## src/rtl/atu_pkg.sv

```systemverilog
package atu_pkg;
  localparam int WORD_W = 32;
  localparam int ADDR_W = 2 * WORD_W;
  localparam int IDX_W  = 4;
  localparam int TYPE_W = 5;

  localparam logic [11:0] OFS_VIEW = 12'h900;
  localparam logic [11:0] OFS_CTL1 = 12'h904;
  localparam logic [11:0] OFS_CTL2 = 12'h908;
  localparam logic [11:0] OFS_BLO  = 12'h90C;
  localparam logic [11:0] OFS_BHI  = 12'h910;
  localparam logic [11:0] OFS_LIM  = 12'h914;
  localparam logic [11:0] OFS_TLO  = 12'h918;
  localparam logic [11:0] OFS_THI  = 12'h91C;

  typedef enum logic [2:0] {
    FLD_TYPE, FLD_CTL, FLD_BLO, FLD_BHI, FLD_LIM, FLD_TLO, FLD_THI
  } fld_e;

  typedef struct packed {
    logic              enable;
    logic              barMatch;
    logic [TYPE_W-1:0] kind;
    logic [WORD_W-1:0] baseLo;
    logic [WORD_W-1:0] baseHi;
    logic [WORD_W-1:0] limit;
    logic [WORD_W-1:0] tgtLo;
    logic [WORD_W-1:0] tgtHi;
  } region_t;

  // strobes from control to the region banks
  typedef struct packed {
    logic              wrOut;
    logic              wrIn;
    logic [IDX_W-1:0]  idx;
    fld_e              fld;
    logic [WORD_W-1:0] data;
  } strobe_t;

  function automatic logic [WORD_W-1:0] fieldRead(region_t r, fld_e f);
    logic [WORD_W-1:0] v;
    case (f)
      FLD_TYPE: v = {{(WORD_W-TYPE_W){1'b0}}, r.kind};
      FLD_CTL:  v = {r.enable, r.barMatch, {(WORD_W-2){1'b0}}};
      FLD_BLO:  v = r.baseLo;
      FLD_BHI:  v = r.baseHi;
      FLD_LIM:  v = r.limit;
      FLD_TLO:  v = r.tgtLo;
      default:  v = r.tgtHi;
    endcase
    return v;
  endfunction

  function automatic region_t fieldWrite(region_t r, fld_e f, logic [WORD_W-1:0] d);
    region_t n = r;
    case (f)
      FLD_TYPE: n.kind = d[TYPE_W-1:0];
      FLD_CTL: begin
        n.enable   = d[WORD_W-1];
        n.barMatch = d[WORD_W-2];
      end
      FLD_BLO: n.baseLo = d;
      FLD_BHI: n.baseHi = d;
      FLD_LIM: n.limit  = d;
      FLD_TLO: n.tgtLo  = d;
      default: n.tgtHi  = d;
    endcase
    return n;
  endfunction
endpackage

```

## src/rtl/atu_ctrl.sv

```systemverilog
module atu_ctrl
  import atu_pkg::*;
(
  input  logic              clk,
  input  logic              rstN,
  input  logic              regWe,
  input  logic [11:0]       regAddr,
  input  logic [WORD_W-1:0] regWdata,
  input  region_t           rdOut,
  input  region_t           rdIn,
  output strobe_t           st,
  output logic [IDX_W-1:0]  viewIdx,
  output logic [WORD_W-1:0] regRdata
);
  logic viewIn;
  logic winHit;
  fld_e fld;

  always_ff @(posedge clk) begin
    if (!rstN) begin
      viewIn  <= 1'b0;
      viewIdx <= '0;
    end else if (regWe && regAddr == OFS_VIEW) begin
      viewIn  <= regWdata[WORD_W-1];
      viewIdx <= regWdata[IDX_W-1:0];
    end
  end

  always_comb begin
    winHit = 1'b1;
    fld    = FLD_TYPE;
    case (regAddr)
      OFS_CTL1: fld = FLD_TYPE;
      OFS_CTL2: fld = FLD_CTL;
      OFS_BLO:  fld = FLD_BLO;
      OFS_BHI:  fld = FLD_BHI;
      OFS_LIM:  fld = FLD_LIM;
      OFS_TLO:  fld = FLD_TLO;
      OFS_THI:  fld = FLD_THI;
      default:  winHit = 1'b0;
    endcase
  end

  always_comb begin
    st.idx   = viewIdx;
    st.fld   = fld;
    st.data  = regWdata;
    st.wrOut = regWe && winHit && !viewIn;
    st.wrIn  = regWe && winHit && viewIn;
  end

  always_comb begin
    if (regAddr == OFS_VIEW)
      regRdata = {viewIn, {(WORD_W-1-IDX_W){1'b0}}, viewIdx};
    else if (winHit)
      regRdata = fieldRead(viewIn ? rdIn : rdOut, fld);
    else
      regRdata = '0;
  end
endmodule

```

## src/rtl/atu_region_bank.sv

```systemverilog
module atu_region_bank
  import atu_pkg::*;
#(
  parameter int NUM   = 2,
  parameter bit IS_IN = 1'b0
) (
  input  logic              clk,
  input  logic              rstN,
  input  strobe_t           st,
  input  logic [IDX_W-1:0]  rdIdx,
  output region_t           rdRegion,
  input  logic [ADDR_W-1:0] reqAddr,
  output logic [ADDR_W-1:0] xAddr,
  output logic [TYPE_W-1:0] xType,
  output logic              miss
);
  region_t regs [NUM];
  logic [NUM-1:0] hitVec;
  logic wrThis;

  generate
    if (IS_IN) begin : gSelIn
      assign wrThis = st.wrIn;
    end else begin : gSelOut
      assign wrThis = st.wrOut;
    end
  endgenerate

  always_ff @(posedge clk) begin
    for (int i = 0; i < NUM; i++) begin
      if (!rstN)
        regs[i] <= '0;
      else if (wrThis && st.idx == IDX_W'(i))
        regs[i] <= fieldWrite(regs[i], st.fld, st.data);
    end
  end

  always_comb begin
    rdRegion = '0;
    for (int i = 0; i < NUM; i++)
      if (rdIdx == IDX_W'(i)) rdRegion = regs[i];
  end

  for (genvar g = 0; g < NUM; g++) begin : gMatch
    assign hitVec[g] = regs[g].enable
                    && reqAddr[ADDR_W-1:WORD_W] == regs[g].baseHi
                    && reqAddr[WORD_W-1:0] >= regs[g].baseLo
                    && reqAddr[WORD_W-1:0] <= regs[g].limit;
  end

  region_t win;
  logic    any;
  always_comb begin
    win = '0;
    any = 1'b0;
    for (int i = NUM - 1; i >= 0; i--) begin
      if (hitVec[i]) begin
        win = regs[i];
        any = 1'b1;
      end
    end
  end

  always_comb begin
    if (any) begin
      xAddr = {win.tgtHi, win.tgtLo} + (reqAddr - {win.baseHi, win.baseLo});
      xType = win.kind;
      miss  = 1'b0;
    end else begin
      xAddr = reqAddr;
      xType = '0;
      miss  = 1'b1;
    end
  end
endmodule

```

## src/rtl/addr_xlate_vp.sv

```systemverilog
module addr_xlate_vp
  import atu_pkg::*;
#(
  parameter int NUM_OUT = 2,
  parameter int NUM_IN  = 2
) (
  input  logic        clk,
  input  logic        rstN,
  input  logic        regWe,
  input  logic [11:0] regAddr,
  input  logic [31:0] regWdata,
  output logic [31:0] regRdata,
  input  logic [63:0] obAddr,
  output logic [63:0] obXAddr,
  output logic [4:0]  obType,
  output logic        obMiss,
  input  logic [63:0] ibAddr,
  output logic [63:0] ibXAddr,
  output logic [4:0]  ibType,
  output logic        ibMiss
);
  strobe_t          st;
  logic [IDX_W-1:0] viewIdx;
  region_t          rdOut, rdIn;

  atu_ctrl ctrl_i (
    .clk(clk), .rstN(rstN), .regWe(regWe), .regAddr(regAddr),
    .regWdata(regWdata), .rdOut(rdOut), .rdIn(rdIn), .st(st),
    .viewIdx(viewIdx), .regRdata(regRdata)
  );

  atu_region_bank #(.NUM(NUM_OUT), .IS_IN(1'b0)) outBank_i (
    .clk(clk), .rstN(rstN), .st(st), .rdIdx(viewIdx), .rdRegion(rdOut),
    .reqAddr(obAddr), .xAddr(obXAddr), .xType(obType), .miss(obMiss)
  );

  atu_region_bank #(.NUM(NUM_IN), .IS_IN(1'b1)) inBank_i (
    .clk(clk), .rstN(rstN), .st(st), .rdIdx(viewIdx), .rdRegion(rdIn),
    .reqAddr(ibAddr), .xAddr(ibXAddr), .xType(ibType), .miss(ibMiss)
  );
endmodule

```

## config.mk

```make
export PLATFORM = sky130hd
export DESIGN_NAME = addr_xlate_vp
export DESIGN_NICKNAME = d
export VERILOG_FILES = /design/src/rtl/atu_pkg.sv /design/src/rtl/atu_ctrl.sv /design/src/rtl/atu_region_bank.sv /design/src/rtl/addr_xlate_vp.sv
export SDC_FILE = /design/constraint.sdc
export NUM_CORES = 2
export LEC_CHECK = 0
export ABC_AREA = 0
export BUFFER_PORTS_ARGS = -buffer_cell sky130_fd_sc_hd__buf_4
export CAP_MARGIN = 40
export CORE_MARGIN = 1.5
export CORE_UTILIZATION = 40
export DETAILED_ROUTE_END_ITERATION = 16
export PLACE_DENSITY = 0.54
export SYNTH_ARGS = -nofsm -noshare
export SYNTH_HDL_FRONTEND = slang
export SYNTH_SLANG_ARGS = --single-unit
```

## constraint.sdc

```tcl
create_clock -name clk -period 7.8 [get_ports clk]
set_input_delay 0 -clock clk [delete_from_list [all_inputs] [get_ports clk]]
set_output_delay 0 -clock clk [all_outputs]
set_load 0.02 [all_outputs]
```

# Word level (Yosys, flattened, before mapping)
# Memory sizes are Yosys's and may differ from the RTL's.
# Cells that the tools add are included.
dict set report word_totals {
  reg_bits 5
  latchBits 0
  mem_bits_rw 668
  romBits 0
  inputBits 175
  output_inout_bits 172
  wordCells 188
  memories 2
}
# memory depth width read_ports rd_clocked_by_memory_dff write_ports line_no
set memory_table {}
lappend memory_table {inBank_i.regs 2 167 2 0 2 atu_region_bank.sv:17} ;# region_t regs [NUM];
lappend memory_table {outBank_i.regs 2 167 2 0 2 atu_region_bank.sv:17}
dict set report op_classes {
  n_addsub 4
  mul 0
  div_mod_pow 0
  magnitude_cmp 8
  eq_ne 18
  n_shift 0
  mux 125
  n_bitwise 4
  reduce_logical 25
}
# cell n
set op_table {}
lappend op_table {{32-bit 2-to-1 mux} 62}
lappend op_table {{167-bit 2-to-1 mux} 9}
lappend op_table {{165-bit 2-to-1 mux} 4}
lappend op_table {{32-bit case mux with 6 select lines} 1}
lappend op_table {{64-bit adder} 2}
lappend op_table {{32-bit equality test} 4}
lappend op_table {{32-bit greater-or-equal comparator} 4}
lappend op_table {{32-bit <= comparator} 4}
lappend op_table {{64-bit 2-to-1 mux} 2}
lappend op_table {{64-bit subtractor} 2}
lappend op_table {{12-bit equality test, second input constant} 8}
lappend op_table {{5-bit 2-to-1 mux} 14}
lappend op_table {{2-bit 2-to-1 mux} 12}
lappend op_table {{1-bit logical AND} 20}
lappend op_table {{1-bit 2-to-1 mux} 20}
lappend op_table {{3-bit case mux with 6 select lines} 1}
lappend op_table {{7-bit OR reduction} 1}
lappend op_table {{3-bit by 2-bit equality test with 1-bit output, second input constant} 2}
lappend op_table {{3-bit equality test, second input constant} 2}
lappend op_table {{6-bit OR reduction} 1}
lappend op_table {{4-bit by 1-bit equality test with 1-bit output, second input constant} 1}
lappend op_table {{4-bit zero test} 1}
lappend op_table {{1-bit OR} 4}
lappend op_table {{3-bit by 1-bit equality test with 1-bit output, second input constant} 1}
lappend op_table {{2 further kinds} 2}

# Depth between registers and ports, before layout
dict set report depth {
  ltp_word 10
  depth_mapped 31
  depth_no_buf 28
}

# Modules after synthesis
# Synthesis repeated with hierarchy kept, for this count alone.
dict set report unflattened {
  hier_cells 5199
  area_unflattened_um2 51305.5
}
# module instances cells_each area_per_inst_um2
set by_module_without_submodules {}
lappend by_module_without_submodules {{atu_region_bank (outBank_i)} 1 2420 23864.1}
lappend by_module_without_submodules {{atu_region_bank (inBank_i)} 1 2316 23652.7}
lappend by_module_without_submodules {atu_ctrl 1 463 3788.6}

# Worst setup path after synthesis
# Ideal clock, no wire load.
dict set report synth_path {
  path_kind {register to output}
  start {memory outBank_i.regs[1][155] (netlist bit)}
  end {output port obXAddr[60]}
  arrival_ps 6415
  t_required_ps 7800
  path_slack_ps 1385
  path_stages_with_launch 26
  cell_sequence {edfxtp_1 -> inv_1 -> ha_1 -> and3_1 -> nand4_1 -> or4_1 -> a311o_1 -> a21oi_2 -> clkbuf_1 -> clkbuf_1 -> nand2_1 -> o21ai_0 -> fa_1 -> fa_1 -> a211oi_2 -> o21ai_0 -> nand3_1 -> nand4_1 -> a221o_1 -> a21boi_0 -> o31ai_1 -> a31o_2 -> a221oi_1 -> o21ai_0 -> xnor2_1 -> o21ai_0}
}
# element line_no
set synth_lines {}
lappend synth_lines {{from (decl)} atu_region_bank.sv:17}
lappend synth_lines {{to (decl)} addr_xlate_vp.sv:14} ;# output logic [63:0] obXAddr,

==> run metrics <==
WHS 0.0421 ns; crit-path max FO 38; Slowest cell on crit path edfxtp_1; Critical Path Sink Type primary output; Reg area 0.0202 sq mm; Placer Congestion slightly below 1; share of cells above drive strength 1 0.168; clock transition at the registers of the reported paths about 0.060 ns; fin. max-slew vios 0; Synth area leaders edfxtp_1 (41%), ha_1 (9.8%), a21oi_1 (5.7%); Via density just under 6; WL/cell roughly 29 um; Avg Cell Area, Syn ~9.7 sq um; Hold Crit Class in -> reg; area of the multi-input gates 0.0268 sq mm; Crit path largest cell delay between 0.4 and 0.5 ns; Max Fclk 0.132 GHz; max-cap violations 0; HPWL after detailed placement 164,000 um; DR pass1 iterations 6; Synth area leader edfxtp_1; Clock Skew 0.0450 ns; row count 128; clk buf depth 3; Seq/Total Area, Yosys 0.413; worst skew pair latency 0.66 ns; synthesized area approximately 0.05 sq mm; Critical Path Start Type register; I/O Pins approximately 350; Iter 0 DRT Violations 4,797; remaining global-route overflow 0; Final Hold Fails 0; post-synth cell types 90; Final Net Count 6,284; Total Wirelength 211,000 um; Initial Utilization 0.402; syn_nets 5,736; GRT Total Usage 0.326; Final Non-Filler Cells 7,284; largest net degree at the start of global routing ~180; area of placed instances 0.0556 sq mm; TritonCTS Sinks 673; port bufs 346; die area between 0.1 and 0.15 sq mm; P per Cell Area 163 mW/mm^2; core area 0.122 sq mm; CP Class reg -> out; Final Cell Area 0.0589 sq mm; max_slew headroom 0.312; CP top delay family compound AO/OA/AOI/OAI gates; Root Buffer clkbuf_16; most frequent cells after synthesis edfxtp_1 (668), nand2_1 (579), a21oi_1 (553), ha_1 (384), o21ai_0 (347); DRC Markers 0; register bit total from synthesis 673; Synth Warn # 0; top_reg_cell synth edfxtp_1; DR vias 43,400; Layout area overhead 20.5%; first-pass GRT wire length 295,000 um; Final min period 7.57 ns; fraction of registers with async set/reset 0; antenna violations before repair 3; number of synthesized flops with an enable pin 668; top-area cell type share of the netlist area 0.410; CP dominant cell by count buf_4; Inserted Clock Buffers between 70 and 80; RSZ-0062 raised after global routing yes; Peak VDD IR approximately 0.00015 V; cell with the most instances after synthesis edfxtp_1; CP arrival 7.57 ns; Tcrit/Tclk final 0.970; Slew @ Worst Pin ~1.0 ns; status completed; Mapped Cells roughly 5,100; Die X 353 um; FILL cells about 12,000; post-route antenna net violation count 0; vias in the first global route between 40,000 and 50,000; Buffers & Inverters on Critical Path 9; final setup violating endpoints 0; WP data required 7.80 ns; Die Height approximately 350 um; H-tree depth 3; Pleak between 20 and 25 nW; CTS tree done; cell count after placement 7,091
## report_power, final
part	switching, mW	internal, mW
clock network	1.54	2.04
logic	1.12	0.741
registers	0.0992	4.08
## routing by layer
metal  GRT usage  routed length [um]
met2       0.536               99800
met4       0.116                8250
met1       0.443               88100
met5           0                  13
met3      0.0394               15200
## layout by cell type, fill, tap and decap left out, drive strengths merged, types with 139 or more instances in the layout
cell type,instances
buf,720
a221oi,203
edfxtp,668
a21oi,557
o21ai,355
inv,345
a22oi,175
and2,139
ha,384
xnor2,148
nand2,579
nor2,302
## flip-flops by register name, summed over array words and instances, names as in the netlist
name and count:
inBank_i.regs 334, outBank_i.regs 334, ctrl_i.viewIdx 4, ctrl_i.viewIn 1
## what timing repair did
item / CTS / global route
cloned: 1 / 4
pin swaps: 1 / 17
buffers inserted: 2 / 10
endpoints found under the hold margin: 656 / 0
gates resized for setup: 7 / 67
setup endpoints to repair: 12 / 32
hold buffers: 39 / 0
## final cells by class
class / count / share of cell area
Multi-Input combinational cell: 3743 / 0.454
Tap cell: 1625 / 0.0345
Antenna cell: 1 / 0.0000425
Clock inverter: 49 / 0.00839
Clock buffer: 86 / 0.0326
Timing Repair Buffer: 766 / 0.106
Sequential cell: 673 / 0.342
Inverter: 341 / 0.0217
## path summary, 6_finish.rpt
| path | from | depth (start not counted) | slack, ns | endpoint |
|---|---|---|---|---|
| worst max-delay path | inBank_i.regs[1][146] | 31 | 0.23 | ibXAddr[48] |
| worst min-delay path | rstN | 2 | 0.04 | inBank_i.regs[1][2] |
| worst max register to register | ctrl_i.viewIdx[3] | 6 | 4.05 | outBank_i.regs[1][49] |
| worst min register to register | ctrl_i.viewIdx[2] | 3 | 1.07 | ctrl_i.viewIdx[2] |
## stage by stage
step / TNS [ns] / total power, mW / utilization / worst slack, ns
3_5_place_dp: 0 / 6.04 / 0.457 / 0.346
3_3_place_gp: 0 / 6.05 / 0.456 / 0.416
6_report: 0 / 9.63 / 0.484 / 0.235
2_1_floorplan: 0 / 5.17 / - / 1.38
4_1_cts: 0 / 9.60 / 0.481 / 0.00493
5_1_grt: -0.103 / 9.91 / 0.484 / -0.0608
## logic make-up (layout without fill, tap and decap cells)
kind of cell | after synthesis | count (layout) | share of synthesized area
xor+xnor | 258 | 258 | 0.0462
other cells | 0 | 1 | 0
flops | 673 | 673 | 0.413
buf+inv | 635 | 1242 | 0.0503
compound gates | 1646 | 1646 | 0.215
simple gates | 1325 | 1325 | 0.125
mux | 4 | 4 | 0.000870
fa+ha+maj | 510 | 510 | 0.150
Note: power is estimated with default switching activity, not from simulation.
